**src/rtl/fid_pkg.sv**
```systemverilog
package fid_pkg;

  localparam logic [7:0] ID_OPCODE    = 8'h9F;
  localparam logic [7:0] ID_FILLER    = 8'h00;
  localparam logic [7:0] VENDOR_CODE  = 8'hEF;
  localparam logic [7:0] CAP_CODE_LO  = 8'h14;
  localparam int unsigned NUM_CAPS    = 5;
  localparam int unsigned BYTES_PER_ID = 4;

  typedef enum logic {
    PRB_IDLE = 1'b0,
    PRB_RUN  = 1'b1
  } prb_state_e;

  function automatic logic mem_type_ok(input logic [7:0] t);
    return (t == 8'h30) || (t == 8'h40) || (t == 8'h50) || (t == 8'h60);
  endfunction

endpackage

```
**src/rtl/fid_spi_byte.sv**
```systemverilog
module fid_spi_byte #(
  parameter int unsigned HALF_DIV = 2
) (
  input  logic       clk_i,
  input  logic       rst_ni,
  input  logic       go_i,
  input  logic [7:0] tx_i,
  input  logic       miso_i,
  output logic       sck_o,
  output logic       mosi_o,
  output logic       active_o,
  output logic       done_o,
  output logic [7:0] rx_o
);

  localparam int unsigned DIV_W = (HALF_DIV > 1) ? $clog2(HALF_DIV) : 1;
  localparam logic [DIV_W-1:0] DIV_LAST = DIV_W'(HALF_DIV - 1);

  logic             act_q, act_d;
  logic             sck_q, sck_d;
  logic             done_q, done_d;
  logic [DIV_W-1:0] div_q, div_d;
  logic [2:0]       bit_q, bit_d;
  logic [7:0]       tx_q, tx_d;
  logic [7:0]       rx_q, rx_d;

  always_comb begin
    act_d  = act_q;
    sck_d  = sck_q;
    div_d  = div_q;
    bit_d  = bit_q;
    tx_d   = tx_q;
    rx_d   = rx_q;
    done_d = 1'b0;
    if (!act_q) begin
      if (go_i) begin
        act_d = 1'b1;
        tx_d  = tx_i;
        div_d = '0;
        bit_d = '0;
        sck_d = 1'b0;
      end
    end else if (div_q == DIV_LAST) begin
      div_d = '0;
      if (!sck_q) begin
        sck_d = 1'b1;
        rx_d  = {rx_q[6:0], miso_i};
      end else begin
        sck_d = 1'b0;
        tx_d  = {tx_q[6:0], 1'b0};
        if (bit_q == 3'd7) begin
          act_d  = 1'b0;
          done_d = 1'b1;
        end else begin
          bit_d = bit_q + 3'd1;
        end
      end
    end else begin
      div_d = div_q + DIV_W'(1);
    end
  end

  always_ff @(posedge clk_i or negedge rst_ni) begin
    if (!rst_ni) begin
      act_q  <= 1'b0;
      sck_q  <= 1'b0;
      done_q <= 1'b0;
      div_q  <= '0;
      bit_q  <= '0;
      tx_q   <= '0;
      rx_q   <= '0;
    end else begin
      act_q  <= act_d;
      sck_q  <= sck_d;
      done_q <= done_d;
      div_q  <= div_d;
      bit_q  <= bit_d;
      tx_q   <= tx_d;
      rx_q   <= rx_d;
    end
  end

  assign sck_o    = sck_q;
  assign mosi_o   = tx_q[7];
  assign active_o = act_q;
  assign done_o   = done_q;
  assign rx_o     = rx_q;

  // serial clock rests low outside a byte
  a_r3_sck_idle_low: assert property (@(posedge clk_i) disable iff (!rst_ni)
    !act_q |-> !sck_q);

  // data line moves only while the serial clock is low
  a_r3_mosi_stable_high: assert property (@(posedge clk_i) disable iff (!rst_ni)
    (sck_q && act_q) |=> (mosi_o == $past(mosi_o)) || !sck_q);

endmodule

```
**src/rtl/fid_decode.sv**
```systemverilog
module fid_decode #(
  parameter int unsigned SECT_W   = 13,
  parameter int unsigned MIN_SECT = 256
) (
  input  logic [7:0]        mfr_i,
  input  logic [7:0]        mtype_i,
  input  logic [7:0]        cap_i,
  output logic              ok_o,
  output logic [SECT_W-1:0] count_o
);
  import fid_pkg::*;

  logic [NUM_CAPS-1:0] hit;

  for (genvar g = 0; g < NUM_CAPS; g++) begin : g_cap
    assign hit[g] = (cap_i == CAP_CODE_LO + 8'(g));
  end

  always_comb begin
    count_o = '0;
    for (int i = 0; i < NUM_CAPS; i++) begin
      if (hit[i]) count_o = count_o | (SECT_W'(MIN_SECT) << i);
    end
    ok_o = (mfr_i == VENDOR_CODE) && mem_type_ok(mtype_i) && (|hit);
  end

  // at most one capacity code matches, and a supported result is a single power of two
  always_comb begin
    a_r6_hit_onehot: assert ($onehot0(hit));
    if (ok_o) a_r6_count_single: assert ($countones(count_o) == 1);
  end

endmodule

```
**src/rtl/flash_id_probe.sv**
```systemverilog
module flash_id_probe #(
  parameter int unsigned HALF_DIV = 2,
  parameter int unsigned SECT_W   = 13,
  parameter int unsigned MIN_SECT = 256
) (
  input  logic              clk_i,
  input  logic              rst_ni,
  input  logic              start_i,
  output logic              spi_sck_o,
  output logic              spi_cs_no,
  output logic              spi_mosi_o,
  input  logic              spi_miso_i,
  output logic              done_o,
  output logic              supported_o,
  output logic [SECT_W-1:0] sector_count_o
);
  import fid_pkg::*;

  localparam int unsigned IDX_W = $clog2(BYTES_PER_ID);
  localparam logic [IDX_W-1:0] IDX_LAST = IDX_W'(BYTES_PER_ID - 1);

  // reset: asserted asynchronously, released on the clock
  logic [1:0] rst_sync_q;
  logic       rst_n;

  always_ff @(posedge clk_i or negedge rst_ni) begin
    if (!rst_ni) rst_sync_q <= 2'b00;
    else         rst_sync_q <= {rst_sync_q[0], 1'b1};
  end
  assign rst_n = rst_sync_q[1];

  prb_state_e        st_q, st_d;
  logic [IDX_W-1:0]  idx_q, idx_d;
  logic [7:0]        mfr_q, mfr_d;
  logic [7:0]        typ_q, typ_d;
  logic              csn_q, csn_d;
  logic              done_q, done_d;
  logic              sup_q, sup_d;
  logic [SECT_W-1:0] cnt_q, cnt_d;

  logic              go;
  logic [7:0]        tx_sel;
  logic              eng_active, eng_done;
  logic [7:0]        eng_rx;
  logic              dec_ok;
  logic [SECT_W-1:0] dec_cnt;

  fid_spi_byte #(.HALF_DIV(HALF_DIV)) u_shift (
    .clk_i    (clk_i),
    .rst_ni   (rst_n),
    .go_i     (go),
    .tx_i     (tx_sel),
    .miso_i   (spi_miso_i),
    .sck_o    (spi_sck_o),
    .mosi_o   (spi_mosi_o),
    .active_o (eng_active),
    .done_o   (eng_done),
    .rx_o     (eng_rx)
  );

  fid_decode #(.SECT_W(SECT_W), .MIN_SECT(MIN_SECT)) u_decode (
    .mfr_i   (mfr_q),
    .mtype_i (typ_q),
    .cap_i   (eng_rx),
    .ok_o    (dec_ok),
    .count_o (dec_cnt)
  );

  always_comb begin
    st_d   = st_q;
    idx_d  = idx_q;
    mfr_d  = mfr_q;
    typ_d  = typ_q;
    csn_d  = csn_q;
    sup_d  = sup_q;
    cnt_d  = cnt_q;
    done_d = 1'b0;
    go     = 1'b0;
    tx_sel = ID_FILLER;
    unique case (st_q)
      PRB_IDLE: begin
        if (start_i) begin
          go     = 1'b1;
          tx_sel = ID_OPCODE;
          st_d   = PRB_RUN;
          csn_d  = 1'b0;
          idx_d  = '0;
          sup_d  = 1'b0;
          cnt_d  = '0;
        end
      end
      PRB_RUN: begin
        if (eng_done) begin
          if (idx_q == IDX_LAST) begin
            st_d   = PRB_IDLE;
            csn_d  = 1'b1;
            done_d = 1'b1;
            sup_d  = dec_ok;
            cnt_d  = dec_ok ? dec_cnt : '0;
          end else begin
            go    = 1'b1;
            idx_d = idx_q + IDX_W'(1);
            if (idx_q == IDX_W'(1)) mfr_d = eng_rx;
            if (idx_q == IDX_W'(2)) typ_d = eng_rx;
          end
        end
      end
      default: st_d = PRB_IDLE;
    endcase
  end

  always_ff @(posedge clk_i or negedge rst_n) begin
    if (!rst_n) begin
      st_q   <= PRB_IDLE;
      idx_q  <= '0;
      mfr_q  <= '0;
      typ_q  <= '0;
      csn_q  <= 1'b1;
      done_q <= 1'b0;
      sup_q  <= 1'b0;
      cnt_q  <= '0;
    end else begin
      st_q   <= st_d;
      idx_q  <= idx_d;
      mfr_q  <= mfr_d;
      typ_q  <= typ_d;
      csn_q  <= csn_d;
      done_q <= done_d;
      sup_q  <= sup_d;
      cnt_q  <= cnt_d;
    end
  end

  assign spi_cs_no      = csn_q;
  assign done_o         = done_q;
  assign supported_o    = sup_q;
  assign sector_count_o = cnt_q;

  // select held low whenever the shifter is moving bits
  a_r2_cs_low_while_shifting: assert property (@(posedge clk_i) disable iff (!rst_n)
    eng_active |-> !csn_q);

  // select high whenever no probe is running
  a_r2_cs_high_idle: assert property (@(posedge clk_i) disable iff (!rst_n)
    (st_q == PRB_IDLE) |-> csn_q);

  // completion is a single-cycle pulse
  a_r9_done_pulse: assert property (@(posedge clk_i) disable iff (!rst_n)
    done_q |=> !done_q);

  // results hold while idle with no new request
  a_r9_results_hold: assert property (@(posedge clk_i) disable iff (!rst_n)
    (st_q == PRB_IDLE && !start_i) |=> $stable(sup_q) && $stable(cnt_q));

  // unsupported always reports zero sectors
  a_r8_zero_when_unsupported: assert property (@(posedge clk_i) disable iff (!rst_n)
    !sup_q |-> (cnt_q == '0));

  // a request during a running probe does not return to idle early
  a_r10_start_ignored: assert property (@(posedge clk_i) disable iff (!rst_n)
    (st_q == PRB_RUN && !eng_done) |=> (st_q == PRB_RUN));

endmodule

```
**config.mk**
```make
export PLATFORM = sky130hd
export DESIGN_NAME = flash_id_probe
export DESIGN_NICKNAME = d
export VERILOG_FILES = /design/src/rtl/fid_pkg.sv /design/src/rtl/fid_spi_byte.sv /design/src/rtl/fid_decode.sv /design/src/rtl/flash_id_probe.sv
export SDC_FILE = /design/constraint.sdc
export NUM_CORES = 1
export LEC_CHECK = 0
export BUFFER_PORTS_ARGS = -buffer_cell sky130_fd_sc_hd__buf_2
export CORE_MARGIN = 2
export CORE_UTILIZATION = 42
export CTS_CLUSTER_DIAMETER = 150
export DETAILED_ROUTE_END_ITERATION = 8
export PLACE_DENSITY_LB_ADDON = 0.05
export SLEW_MARGIN = 10
export SYNTH_ARGS = -nofsm -noshare
export SYNTH_HDL_FRONTEND = slang
export SYNTH_SLANG_ARGS = --single-unit
```
**constraint.sdc**
```tcl
create_clock -name clk_i -period 1.99 [get_ports clk_i]
set_input_delay 0.0995 -clock clk_i [delete_from_list [all_inputs] [get_ports clk_i]]
set_output_delay 0.0995 -clock clk_i [all_outputs]
set_load 0.02 [all_outputs]
```
==> impl_results.md <==
* Htree depth at 2
* CTS tree: done
* Vias in the first global route at approximately 1,400
* CP max FO at 8
* Worst slack, placed at 206 ps
* Slew @ Worst Pin at 632 ps
* Clock transition at path regs at 90 ps
* Worst-Skew Late Latency at 300 ps
* Clock buffer depth at 2
* CP Cell Sequence: ha_1 > and2b_1 > a21oi_2 > o21a_2 > a221o_1
* Total wire length at 3.83 mm
* Area added between synthesis and finish at 10.5%
* Normalized max-slew margin at between 50 and 60%
* Status: completed
* Max incr delay on CP at 430 ps
* Hold WC Path Type: input port to flop
* Die footprint at 5950 um2
* Min Clock Period, post-route at ~1800 ps
* Leakage at approximately 1.2 nW
* Synth top area share at 56.8%
* List of most frequent post-synthesis cells: dfrtp_1, mux2_2, nand2_1
* FF+latch count, synth at 52
* I/O pin cnt at 22
* # DRC at 0
* Routability cong. at 0.741
* CP Data Arrival Time at 2000 ps
* I/O Buffers at 13
* FILL cells at 504
* Core Rows at 26
* Post-cts sizing count at 0
* DR vias at 1,359
* Clk sinks at 52
* Largest net degree at the start of global routing at between 50 and 60
* Core area at 5140 um2
* Most frequent cell after synthesis: dfrtp_1
* Layout cells sized above 1 at approximately 29%
* Final hold vios at 0
* Yosys cell types at 41
* Startpoint types: flop
* Routed WL per cell at 14.4 um
* Mean post-synth cell area at 12.8 um2
* Ant. Diodes at 0
* Max-slew violations at 0
* Number of antenna violations at the first check in global routing at 0
* Num CTS Buffers at 5
* Post-synth EDFFs at 0
* Setup ws final at approximately 180 ps
* Synthesized instance count at 175
* Die W at roughly 77 um
* Fin nets at 203
* Initial DRC count at 97
* Pwr dens at ~770 nW/um2
* RSZ-0062 raised after global routing: false
* Final Core Density at 48.3%
* Overflow after GRT at 0
* Worst path required time at ~2200 ps
* Max Cap Violations at 0
* Post-route setup TNS at 0 ps
* Most frequently used flop master after synthesis: dfrtp_1
* Async SR Flop Fraction at between 90% and 100%
* Critical path capture point type: flop
* Hold_buf cts at 1
* CTS Root Cell: clkbuf_8
* Synth warn at 0
* Cell taking the most area after synthesis: dfrtp_1
* Peak Freq at about 550 MHz
* Post-CTS Setup Bufs at 0
* Drt via density at 5.13
* Syn Std Cell Area at 2250 um2
* GRT Total Usage at around 14%
* Setup Viol. Count Final at 0
* Drt first pass iters at 4
* Sequential element share of the synthesized area at approximately 58%
* Initial Utilization at 43.7%
* Maximum vdd drop at about 0.00045 V
* Remaining antenna violation count at 0
* Global-route wire length before repair at a little under 7 mm
* Skew final at around 6.5 ps
* Hpwl dp at between 2 and 3 mm
* Setup CP Type: flop to flop
* Top cells by area, synth: dfrtp_1, mux2_2, ha_1
* Crit share post-route at 90.9%
* Die Y at 77.1 um
* Slowest-stage cell, CP: dfrtp_1
## logic make-up (layout without fill, tap and decap cells)
logic type	count (synthesis)	after routing	share of synthesized area [%]
other cells	2	9	0.334
fa+ha+maj	5	5	2.78
simple gates	47	47	12.3
xor+xnor	3	3	1.17
buf+inv	15	28	3.95
compound gates	26	26	8.96
mux	25	25	12.5
flops	52	52	58.0
## routing by layer
layer / GRT usage (%) / routed length, um / up-vias / share of wire [%]
met4: 4.82 / 51 / 0 / 1.3
met5: 0 / 0 / - / 0
met3: 4.35 / 131 / 6 / 3.4
met1: 19.7 / 1830 / 684 / 48
li1: - / - / 649 / -
met2: 22.2 / 1810 / 20 / 47
## sequential cells by signal, summed over array words and instances, names as in the netlist
| name | flops |
|---|---|
| st_q | 1 |
| u_shift.done_o | 1 |
| mfr_q | 8 |
| typ_q | 8 |
| done_o | 1 |
| u_shift.tx_q | 8 |
| supported_o | 1 |
| rst_sync_q | 2 |
| u_shift.sck_o | 1 |
| u_shift.active_o | 1 |
| u_shift.bit_q | 3 |
| sector_count_o | 5 |
| u_shift.div_q | 1 |
| idx_q | 2 |
| spi_cs_no | 1 |
| u_shift.rx_o | 8 |
## critical path: cells and delay by family (launching register included)
kind	cells	cell delay [ps]
AOI/OAI and AO/OA	3	710
adders and majority gates	1	230
DFF	1	430
and+or+nand+nor	1	320
## area by class of cell
| cell class | instances | area [um2] | area share [%] |
|---|---|---|---|
| clock buffer | 8 | 100 | 4.03 |
| multi-input combinational | 115 | 882 | 35.5 |
| sequential | 52 | 1300 | 52.5 |
| timing repair buffer | 17 | 97.6 | 3.93 |
| inverter | 3 | 11.3 | 0.454 |
| tap | 70 | 87.6 | 3.53 |
## worst paths after layout
check                               from              end  slack (ps)  cells after the start
setup / recovery                idx_q[1]  u_shift.tx_q[1]         180                      5
hold / removal                   start_i         idx_q[0]          20                      2
setup reg to reg                idx_q[1]  u_shift.tx_q[1]         180                      5
hold reg to reg            rst_sync_q[0]    rst_sync_q[1]         360                      0
max in group asynchronous  rst_sync_q[1]         typ_q[6]        1200                      1
min in group asynchronous         rst_ni    rst_sync_q[1]         100                      2
## power by group
| part | switching [W] | internal [W] | total, W |
|---|---|---|---|
| Clock | 0.000325 | 0.000318 | 0.000643 |
| Combinational | 0.0000845 | 0.0000543 | 0.000139 |
| Sequential | 0.0000338 | 0.00110 | 0.00113 |
| Total | 0.000443 | 0.00147 | 0.00191 |
## per-stage QoR
step / cells / cell area [um2] / hold slack, ps / total power, W
after floorplan: 182 / 2270 / -196 / 0.00126
after global placement: 256 / 2370 / -116 / 0.00128
after detailed placement: 256 / 2370 / -114 / 0.00129
after CTS: 265 / 2480 / 12.7 / 0.00195
after global routing: 265 / 2480 / 7.48 / 0.00201
final: 265 / 2480 / 23.6 / 0.00191
## cell usage in the layout, fill, tap and decap left out, types with 3 or more instances in the layout
| cell type | netlist | routed |
|---|---|---|
| a221o_1 | 5 | 5 |
| ha_1 | 5 | 5 |
| nand2_1 | 12 | 12 |
| dfrtp_1 | 51 | 50 |
| a22o_1 | 4 | 4 |
| conb_1 | 2 | 9 |
| nor2_1 | 7 | 7 |
| mux2_2 | 25 | 25 |
| nand3_1 | 3 | 3 |
| and3_1 | 3 | 3 |
| nand2b_1 | 3 | 3 |
| clkbuf_8 | 0 | 7 |
| buf_2 | 2 | 13 |
| inv_1 | 3 | 3 |
| o21ai_1 | 5 | 5 |
| nor2b_1 | 3 | 3 |
| nand4b_1 | 3 | 3 |
| buf_4 | 8 | 3 |
Note: power is estimated with default switching activity, not from simulation.
